## config.mk

```make
export PLATFORM = sky130hd
export DESIGN_NAME = scsi_init_xfer
export DESIGN_NICKNAME = d
export VERILOG_FILES = /design/src/rtl/scsi_xfer_pkg.sv /design/src/rtl/scsi_xfer_dpath.sv /design/src/rtl/scsi_xfer_ctrl.sv /design/src/rtl/scsi_init_xfer.sv
export SDC_FILE = /design/constraint.sdc
export NUM_CORES = 1
export LEC_CHECK = 0
export ABC_AREA = 1
export BUFFER_PORTS_ARGS = -buffer_cell sky130_fd_sc_hd__buf_4
export CAP_MARGIN = 25
export CORE_AREA = 2 2 95 97
export CTS_BUF_LIST = sky130_fd_sc_hd__clkbuf_16
export DETAILED_ROUTE_END_ITERATION = 10
export DIE_AREA = 0 0 97 99
export GPL_TIMING_DRIVEN = 1
export PLACE_DENSITY_LB_ADDON = 0.2
export SLEW_MARGIN = 20
export SYNTH_ARGS = -nofsm -noshare
export SYNTH_HDL_FRONTEND = slang
export SYNTH_SLANG_ARGS = --single-unit
```

## constraint.sdc

```tcl
create_clock -name clk -period 2.4 [get_ports clk]
set_input_delay 0.12 -clock clk [delete_from_list [all_inputs] [get_ports clk]]
set_output_delay 0.12 -clock clk [all_outputs]
set_load 0.01 [all_outputs]
```

## src/rtl/scsi_xfer_pkg.sv

```systemverilog
package scsi_xfer_pkg;

  typedef enum logic [1:0] {
    END_OK      = 2'd0,
    END_TIMEOUT = 2'd1,
    END_PHASE   = 2'd2,
    END_RESET   = 2'd3
  } endCause_t;

  // strobes from control to datapath, one cycle each
  typedef struct packed {
    logic      capStart;  // record phase, length, pause index, direction
    logic      clrTimer;  // restart the shared wait timer
    logic      loadTx;    // take txData onto the data register
    logic      capRx;     // sample busDataIn into the data register
    logic      incIdx;    // byte completed
    logic      finish;    // transfer ends this cycle
    endCause_t cause;     // reason, valid with finish
  } strobe_t;

endpackage

```

## src/rtl/scsi_xfer_dpath.sv

```systemverilog
module scsi_xfer_dpath
  import scsi_xfer_pkg::*;
#(
  parameter int CW = 8,
  parameter int DW = 8,
  parameter int TW = 8
) (
  input  logic          clk,
  input  logic          rstN,
  input  strobe_t       st,
  input  logic [CW-1:0] xferLen,
  input  logic [CW-1:0] pauseAt,
  input  logic          dirIn,
  input  logic [2:0]    phaseNow,
  input  logic [DW-1:0] txData,
  input  logic [DW-1:0] busDataIn,
  output logic [2:0]    phaseRef,
  output logic [CW-1:0] lenReg,
  output logic [CW-1:0] pauseReg,
  output logic          dirReg,
  output logic [CW-1:0] byteIdx,
  output logic [TW-1:0] timer,
  output logic [DW-1:0] dataReg,
  output logic          rxValid,
  output logic          doneOut,
  output logic [CW-1:0] doneCount,
  output endCause_t     endCause
);

  always_ff @(posedge clk) begin
    if (!rstN) begin
      phaseRef <= '0;
      lenReg   <= '0;
      pauseReg <= '0;
      dirReg   <= 1'b0;
      byteIdx  <= '0;
    end else if (st.capStart) begin
      phaseRef <= phaseNow;
      lenReg   <= xferLen;
      pauseReg <= pauseAt;
      dirReg   <= dirIn;
      byteIdx  <= '0;
    end else if (st.incIdx) begin
      byteIdx  <= byteIdx + CW'(1);
    end
  end

  always_ff @(posedge clk) begin
    if (!rstN || st.clrTimer) timer <= '0;
    else if (timer != '1)     timer <= timer + TW'(1);
  end

  always_ff @(posedge clk) begin
    if (!rstN)          dataReg <= '0;
    else if (st.loadTx) dataReg <= txData;
    else if (st.capRx)  dataReg <= busDataIn;
  end

  always_ff @(posedge clk) begin
    if (!rstN) begin
      rxValid   <= 1'b0;
      doneOut   <= 1'b0;
      doneCount <= '0;
      endCause  <= END_OK;
    end else begin
      rxValid <= st.incIdx & dirReg;
      doneOut <= st.finish;
      if (st.finish) begin
        doneCount <= st.capStart ? '0 : byteIdx + CW'(st.incIdx);
        endCause  <= st.cause;
      end
    end
  end

  AST_COUNT_BOUND: assert property (@(posedge clk) disable iff (!rstN)
    doneOut |-> doneCount <= lenReg);

  AST_RX_NOT_IN_SEND: assert property (@(posedge clk) disable iff (!rstN)
    rxValid |-> dirReg);

endmodule

```

## src/rtl/scsi_xfer_ctrl.sv

```systemverilog
module scsi_xfer_ctrl
  import scsi_xfer_pkg::*;
#(
  parameter int CW          = 8,
  parameter int TW          = 8,
  parameter int SETTLE_CYC  = 3,
  parameter int PAUSE_CYC   = 5,
  parameter int TIMEOUT_CYC = 60
) (
  input  logic          clk,
  input  logic          rstN,
  input  logic          start,
  input  logic [CW-1:0] xferLen,
  input  logic          reqIn,
  input  logic          busRstIn,
  input  logic [2:0]    phaseNow,
  input  logic [2:0]    phaseRef,
  input  logic [CW-1:0] lenReg,
  input  logic [CW-1:0] pauseReg,
  input  logic          dirReg,
  input  logic [CW-1:0] byteIdx,
  input  logic [TW-1:0] timer,
  output strobe_t       st,
  output logic          ackOut,
  output logic          busy,
  output logic          txPop
);

  typedef enum logic [2:0] {
    S_IDLE, S_PREP, S_PAUSE, S_WREQ, S_SETTLE, S_ACK
  } state_t;

  state_t state, nxt;

  logic phaseBad, lastByte, toHit;
  assign phaseBad = (phaseNow != phaseRef);
  assign lastByte = (byteIdx == lenReg - CW'(1));
  assign toHit    = (timer == TW'(TIMEOUT_CYC - 1));

  always_comb begin
    st  = '0;
    nxt = state;
    unique case (state)
      S_IDLE: if (start) begin
        st.capStart = 1'b1;
        if (xferLen == '0) st.finish = 1'b1;
        else               nxt = S_PREP;
      end
      S_PREP: begin
        st.clrTimer = 1'b1;
        if (byteIdx == pauseReg) nxt = S_PAUSE;
        else begin
          nxt       = S_WREQ;
          st.loadTx = ~dirReg;
        end
      end
      S_PAUSE: if (timer == TW'(PAUSE_CYC - 1)) begin
        nxt         = S_WREQ;
        st.clrTimer = 1'b1;
        st.loadTx   = ~dirReg;
      end
      S_WREQ: begin
        if (busRstIn) begin
          st.finish = 1'b1; st.cause = END_RESET;
        end else if (reqIn) begin
          if (phaseBad) begin
            st.finish = 1'b1; st.cause = END_PHASE;
          end else begin
            st.clrTimer = 1'b1;
            nxt = dirReg ? S_SETTLE : S_ACK;
          end
        end else if (toHit) begin
          st.finish = 1'b1; st.cause = END_TIMEOUT;
        end
      end
      S_SETTLE: if (timer == TW'(SETTLE_CYC - 1)) begin
        st.capRx    = 1'b1;
        st.clrTimer = 1'b1;
        nxt         = S_ACK;
      end
      S_ACK: begin
        if (busRstIn) begin
          st.finish = 1'b1; st.cause = END_RESET;
        end else if (!reqIn) begin
          if (phaseBad) begin
            st.finish = 1'b1; st.cause = END_PHASE;
          end else begin
            st.incIdx = 1'b1;
            if (lastByte) st.finish = 1'b1;
            else          nxt = S_PREP;
          end
        end else if (toHit) begin
          st.finish = 1'b1; st.cause = END_TIMEOUT;
        end
      end
      default: nxt = S_IDLE;
    endcase
    if (st.finish) nxt = S_IDLE;
  end

  always_ff @(posedge clk) begin
    if (!rstN) state <= S_IDLE;
    else       state <= nxt;
  end

  assign ackOut = (state == S_ACK);
  assign busy   = (state != S_IDLE);
  assign txPop  = st.loadTx;

  AST_ACK_AFTER_REQ: assert property (@(posedge clk) disable iff (!rstN)
    $rose(ackOut) |-> $past(reqIn));

  AST_ACK_RELEASE: assert property (@(posedge clk) disable iff (!rstN)
    ackOut && !reqIn |=> !ackOut);

  AST_RST_ABORT: assert property (@(posedge clk) disable iff (!rstN)
    (state == S_WREQ || ackOut) && busRstIn |=> !busy && !ackOut);

  AST_START_ONLY: assert property (@(posedge clk) disable iff (!rstN)
    $rose(busy) |-> $past(start));

endmodule

```

## src/rtl/scsi_init_xfer.sv

```systemverilog
module scsi_init_xfer
  import scsi_xfer_pkg::*;
#(
  parameter int CW          = 8,
  parameter int DW          = 8,
  parameter int SETTLE_CYC  = 20,
  parameter int PAUSE_CYC   = 5000,
  parameter int TIMEOUT_CYC = 150_000_000
) (
  input  logic          clk,
  input  logic          rstN,
  input  logic          start,
  input  logic          dirIn,
  input  logic [CW-1:0] xferLen,
  input  logic [CW-1:0] pauseAt,
  input  logic [DW-1:0] txData,
  output logic          txPop,
  output logic [DW-1:0] rxData,
  output logic          rxValid,
  output logic          doneOut,
  output logic [CW-1:0] doneCount,
  output logic [1:0]    endCause,
  output logic          busy,
  input  logic          reqIn,
  output logic          ackOut,
  input  logic          busRstIn,
  input  logic          msgIn,
  input  logic          cdIn,
  input  logic          ioIn,
  input  logic [DW-1:0] busDataIn,
  output logic [DW-1:0] busDataOut,
  output logic          busDataOe
);

  localparam int MAX_A  = (SETTLE_CYC > PAUSE_CYC) ? SETTLE_CYC : PAUSE_CYC;
  localparam int MAX_W  = (TIMEOUT_CYC > MAX_A) ? TIMEOUT_CYC : MAX_A;
  localparam int TW     = $clog2(MAX_W + 1);

  strobe_t       st;
  logic [2:0]    phaseNow, phaseRef;
  logic [CW-1:0] lenReg, pauseReg, byteIdx;
  logic          dirReg;
  logic [TW-1:0] timer;
  logic [DW-1:0] dataReg;
  endCause_t     causeReg;

  assign phaseNow = {msgIn, cdIn, ioIn};

  scsi_xfer_ctrl #(
    .CW(CW), .TW(TW), .SETTLE_CYC(SETTLE_CYC),
    .PAUSE_CYC(PAUSE_CYC), .TIMEOUT_CYC(TIMEOUT_CYC)
  ) i_ctrl (
    .clk(clk), .rstN(rstN), .start(start), .xferLen(xferLen),
    .reqIn(reqIn), .busRstIn(busRstIn), .phaseNow(phaseNow),
    .phaseRef(phaseRef), .lenReg(lenReg), .pauseReg(pauseReg),
    .dirReg(dirReg), .byteIdx(byteIdx), .timer(timer),
    .st(st), .ackOut(ackOut), .busy(busy), .txPop(txPop)
  );

  scsi_xfer_dpath #(.CW(CW), .DW(DW), .TW(TW)) i_dpath (
    .clk(clk), .rstN(rstN), .st(st), .xferLen(xferLen),
    .pauseAt(pauseAt), .dirIn(dirIn), .phaseNow(phaseNow),
    .txData(txData), .busDataIn(busDataIn), .phaseRef(phaseRef),
    .lenReg(lenReg), .pauseReg(pauseReg), .dirReg(dirReg),
    .byteIdx(byteIdx), .timer(timer), .dataReg(dataReg),
    .rxValid(rxValid), .doneOut(doneOut), .doneCount(doneCount),
    .endCause(causeReg)
  );

  assign endCause   = causeReg;
  assign rxData     = dataReg;
  assign busDataOut = dataReg;
  assign busDataOe  = busy & ~ioIn;

  AST_TX_STABLE: assert property (@(posedge clk) disable iff (!rstN)
    ackOut && $past(ackOut) && busDataOe |-> $stable(busDataOut));

endmodule

```

Word level (Yosys, flattened, before mapping)

Cells that the tools add are included.

Add/subtract/negate cells: 4
Mux-type cells: 44
Equal/unequal tests: 23
Reduce and logical (&&, ||, !) cells: 9
Bitwise logic cells: 5

Operators by type and width:

| kind                  | count |
|---|---|
| $mux 3                | 17 |
| $add 28x1->28 const B | 1 |
| $eq 28x13->1 const B  | 1 |
| $eq 28x28->1 const B  | 1 |
| $eq 28x5->1 const B   | 1 |
| $ne 28x28->1 const B  | 1 |
| $mux 8                | 3 |
| $ne 2x2->1 const B    | 9 |
| $pmux 3 s6            | 1 |
| $mux 1                | 17 |
| $eq 8x8->1            | 2 |
| $reduce_and 11->1     | 1 |
| $add 8x1->8           | 1 |
| $add 8x1->8 const B   | 1 |
| $logic_not 8->1       | 1 |
| $sub 8x1->8 const B   | 1 |
| $eq 3x2->1 const B    | 2 |
| $eq 3x3->1 const B    | 2 |
| $mux 2                | 2 |
| $ne 2x1->1 const B    | 2 |
| $pmux 1 s4            | 1 |
| $pmux 2 s2            | 1 |
| $reduce_or 2->1       | 2 |
| $eq 3x1->1 const B    | 1 |
| other kinds (10)      | 13 |

Logic and storage cells: 97
Input bits: 41
Bits in registers: 79
Output and inout bits: 32

Depth between registers and ports, before layout

Depth after elaboration: 8
Depth in mapped cells: 15
Depth with buffers taken out: 15

Hierarchy

From an unflattened synthesis, not the netlist that was laid out.

Cell total of the unflattened synthesis: 802
Area, all modules: 4,908.5 um^2

Modules (own cells, without submodules):

| module          | times used | cells an instance | area each (um^2) | seq. area each (um^2) |
|---|---|---|---|---|
| scsi_xfer_dpath | 1          | 539               | 3,613.5          | 1,521.5 |
| scsi_xfer_ctrl  | 1          | 253               | 1,224.9          | 60.1 |
| scsi_init_xfer  | 1          | 10                | 70.1             | 0.0 |

Least setup slack after synthesis

No wires, ideal clock.

Path type: register -> register
Start point: register i_ctrl.state[0]
End point: register i_dpath.doneCount[6]
Setup time: 0.113 ns
Data required time: 2.287 ns
Clock period less this slack: 1.806 ns
Setup slack: 0.594 ns
Buffers on the path: 0
Cell stages (with the launch flop): 15
Arrival: 1.693 ns
Path through: dfxtp_1 inv_2 nor2_1 nand2_1 inv_2 nand3_2 inv_1 ha_1 ha_1 nand2_1 inv_1 nand2_1 xor2_1 nand3_1 nand2_1

RTL lines:

| item                   | RTL line              | source |
|---|---|---|
| start, declared        | scsi_xfer_ctrl.sv:33  | `state_t state, nxt;` |
| start signal, assigned | scsi_xfer_ctrl.sv:103 | `else state <= nxt;` |
| end signal, assigned   | scsi_xfer_dpath.sv:69 | `doneCount <= st.capStart ? '0 : byteIdx + CW'(st.incIdx);` |
| end, declared          | scsi_xfer_dpath.sv:26 | `output logic [CW-1:0] doneCount,` |

Worst setup path in the final report

Start point: register i_dpath.timer[0]
End point: output port txPop

Longest elaborated chain between the ends: 3

RTL lines:

| item                   | RTL line              | source |
|---|---|---|
| start, declared        | scsi_xfer_dpath.sv:22 | `output logic [TW-1:0] timer,` |
| start signal, assigned | scsi_xfer_dpath.sv:50 | `else if (timer != '1) timer <= timer + TW'(1);` |
| $eq 28x13->1           | scsi_xfer_ctrl.sv:57  | `S_PAUSE: if (timer == TW'(PAUSE_CYC - 1)) begin` |
| $mux 2                 | scsi_xfer_ctrl.sv:57  |  |
| $pmux 1 s2             | scsi_xfer_ctrl.sv:43  | `unique case (state)` |
| end, declared          | scsi_init_xfer.sv:17  | `output logic txPop,` |

No other way between the ends.

==> results.md <==
- DRC errors left: 0
- Xor and xnor fraction of the mapped netlist area: 5.56%
- P_leak: 2.31 nW
- Starting Density: 55.2%
- RSZ-0062 raised after global routing: no
- Min Tclk post-route: 2.15 ns
- Root buf cell: clkbuf_16
- Yosys cell types: 42
- Total CTS buffers: 9
- DR pass1 iterations: 5
- Grt ovf: 0
- Synth-to-Final Area Change: 17.5%
- Hold path depth: 3
- Synth Instances: 701
- CP max FO: 10
- Iter 0 DRT Violations: 240
- Final period util: 89.6%
- Initial antenna violation count: 0
- Setup TNS: 0 ns
- Required time of the critical path: 2.28 ns
- Post-synth net total: 747
- Hpwl dp: 9270 µm
- H-tree depth: 3
- CTS clk-pin slew, worst paths: 0.06 ns
- Core area: 8550 µm²
- Die area: 9600 µm²
- Die Width: 97 µm
- Port bufs: 72
- CTS Buffer Depth: 2
- Synth Area in Simple Gates: 39.0%
- Seq cells post-synth: 79
- Most common flop cell mapped by yosys: dfxtp_1
- Antenna Cells: 0
- First-pass GRT wire length: 21000 µm
- Mapped Avg Cell Area: 6.74 µm²
- Largest net degree at the start of global routing: 38
- Endpoints failing hold: 0
- Placer congestion estimate: 0.936
- Fin util: 64.9%
- Worst R2R Path Depth: 8
- GRT Total Usage: 26.5%
- Setup violators final: 0
- Headroom to the max-slew limit: 62.5%
- Dpl cells: 858
- Sinks on Clock Net: 79
- Site Rows: 34
- Die H: 99 µm
- Vias in the first global route: 4656
- Worst VDD drop: 0.383 mV
- Startpoint Class: flip-flop
- Setup CP Type: reg -> out
- Total wire length: 12500 µm
- Post-DR wirelength/cell: 14.2 µm
- Dpl cell area: 5260 µm²
- CTS tree: yes
- Layout cells sized above 1: 19.5%
- Layout Cells excl Fill: 874
- Power density cells: 734 nW/µm²
- Hold Buf Count CTS: 0
- Post-route antenna net violation count: 0
- Most frequent cells in the layout: 139 x nand2_1, 90 x nor2_1, 79 x dfxtp_1
- Main combinational cell family by area after synthesis: simple AND/OR/NAND/NOR gates
- Seq/Total Area, Yosys: 33.5%
- Mux contribution to synthesized area: 0%
- Worst EP arrival: 2.03 ns
- Worst skew pair latency: 0.34 ns
- Pins over their slew limit: 0
- Synth Area in Adders: 1.32%
- Skew final: 0.00867 ns
- Via count: 4809
- Peak Freq: 465 MHz
- IO Pins: 73
- Outcome: finished, final reports clean
- Max Cap Viol: 0
- Synthesized area: 4720 µm²
- Worst min-delay path class: in -> reg
- Commonest non-fill, non-tap cell in the layout: nand2_1
- Number of vias per cell: 5.50
- Async set-reset flop share out of synthesis: 0%
- Worst setup EP type: primary output
- Synth Area in Compound Gates: 10.4%
- Synth warn: 0
- Least-Margin Pin Slew: 0.562 ns
- Fin area: 5550 µm²
- Final net count: 807
- Number of synthesized flops with an enable pin: 0
==> cell families (layout without fill, tap and decap cells) <==
family                     Yosys count  in the layout
and+or+nand+nor                    387            387
AOI/OAI and AO/OA                   91             91
buffers and inverters              109            174
xor gates and xnor gates            30             30
DFF                                 79             79
adders and majority gates            5              5
==> worst max-delay path, stage by stage (launching register included) <==
cell and delay [ns]:
dfxtp_1 0.37, ha_1 0.35, inv_1 0.07, nor2_1 0.10
nand2_1 0.06, nor2_1 0.19, nand4_1 0.15, nand2_2 0.23
buf_4 0.17
==> routing by layer <==
metal  global-route usage (%)  vias up  wire [µm]
met2                     47.6      160       6420
li1                         -     2413          -
met5                        0        -          0
met3                     3.55       33        579
met4                     12.8        0        335
met1                     31.1     2203       5120
==> cell usage after synthesis (5+ instances only) <==
cell type	number	area share, %
nand3_1	54	5.7
buf_2	8	0.85
nand2_1	139	11
xnor2_1	11	2.0
nor3_1	23	2.4
ha_1	5	1.3
inv_2	12	0.95
a31oi_1	9	1.2
a22oi_1	5	0.79
inv_1	69	5.5
clkbuf_1	7	0.56
nand2_2	6	0.79
xor2_1	19	3.5
nor2_2	26	3.4
dfxtp_1	79	33
a21oi_1	47	5.0
nor2_1	90	7.2
buf_4	9	1.4
nand4_1	31	4.1
o21ai_0	23	2.4
==> timing repair <==
item | CTS | global route
endpoints found under the hold margin | 0 | 0
resized for setup | 0 | 2
endpoints found under the setup margin | 0 | 12
setup buffers | 0 | 0
==> area by class of cell <==
| class | instances | area [µm²] |
|---|---|---|
| clock buffer | 9 | 225 |
| clock inverter | 7 | 53.8 |
| fill | 750 | 3000 |
| inverter | 82 | 309 |
| multi-input combinational | 513 | 2670 |
| sequential | 79 | 1580 |
| tap | 108 | 135 |
| timing repair buffer | 76 | 571 |
==> worst paths after layout <==
path	startpoint	to	slack, ns
min	pauseAt[5]	i_dpath.pauseReg[5]	0.06
max	i_dpath.timer[0]	txPop	0.25
max reg2reg	i_dpath.timer[0]	i_dpath.timer[26]	0.29
min reg2reg	i_dpath.pauseReg[4]	i_dpath.pauseReg[4]	0.47
==> state kept, by name (all words and copies together) (netlist names) <==
register,count
i_dpath.pauseReg,8
i_dpath.lenReg,8
i_dpath.doneOut,1
i_dpath.doneCount,8
i_dpath.rxValid,1
i_dpath.phaseRef,3
i_dpath.dirReg,1
i_ctrl.state,3
i_dpath.timer,28
i_dpath.endCause,2
i_dpath.byteIdx,8
i_dpath.dataReg,8
==> report_power, final <==
part | switching (mW) | internal, mW | leakage (nW) | total, mW
combinational | 0.761 | 0.462 | 1.54 | 1.22
sequential | 0.107 | 1.45 | 0.642 | 1.56
clock | 0.584 | 0.709 | 0.130 | 1.29
total | 1.45 | 2.62 | 2.31 | 4.07
==> stage by stage <==
step,worst slack [ns],power [mW],hold slack (ns)
2_1_floorplan,0.594,2.44,0.284
3_3_place_gp,0.371,2.74,0.398
3_5_place_dp,0.225,2.78,0.411
4_1_cts,0.203,4.07,0.0600
5_1_grt,0.0140,4.32,0.0703
6_report,0.250,4.07,0.0630
Power figures use the tool's default switching activity.
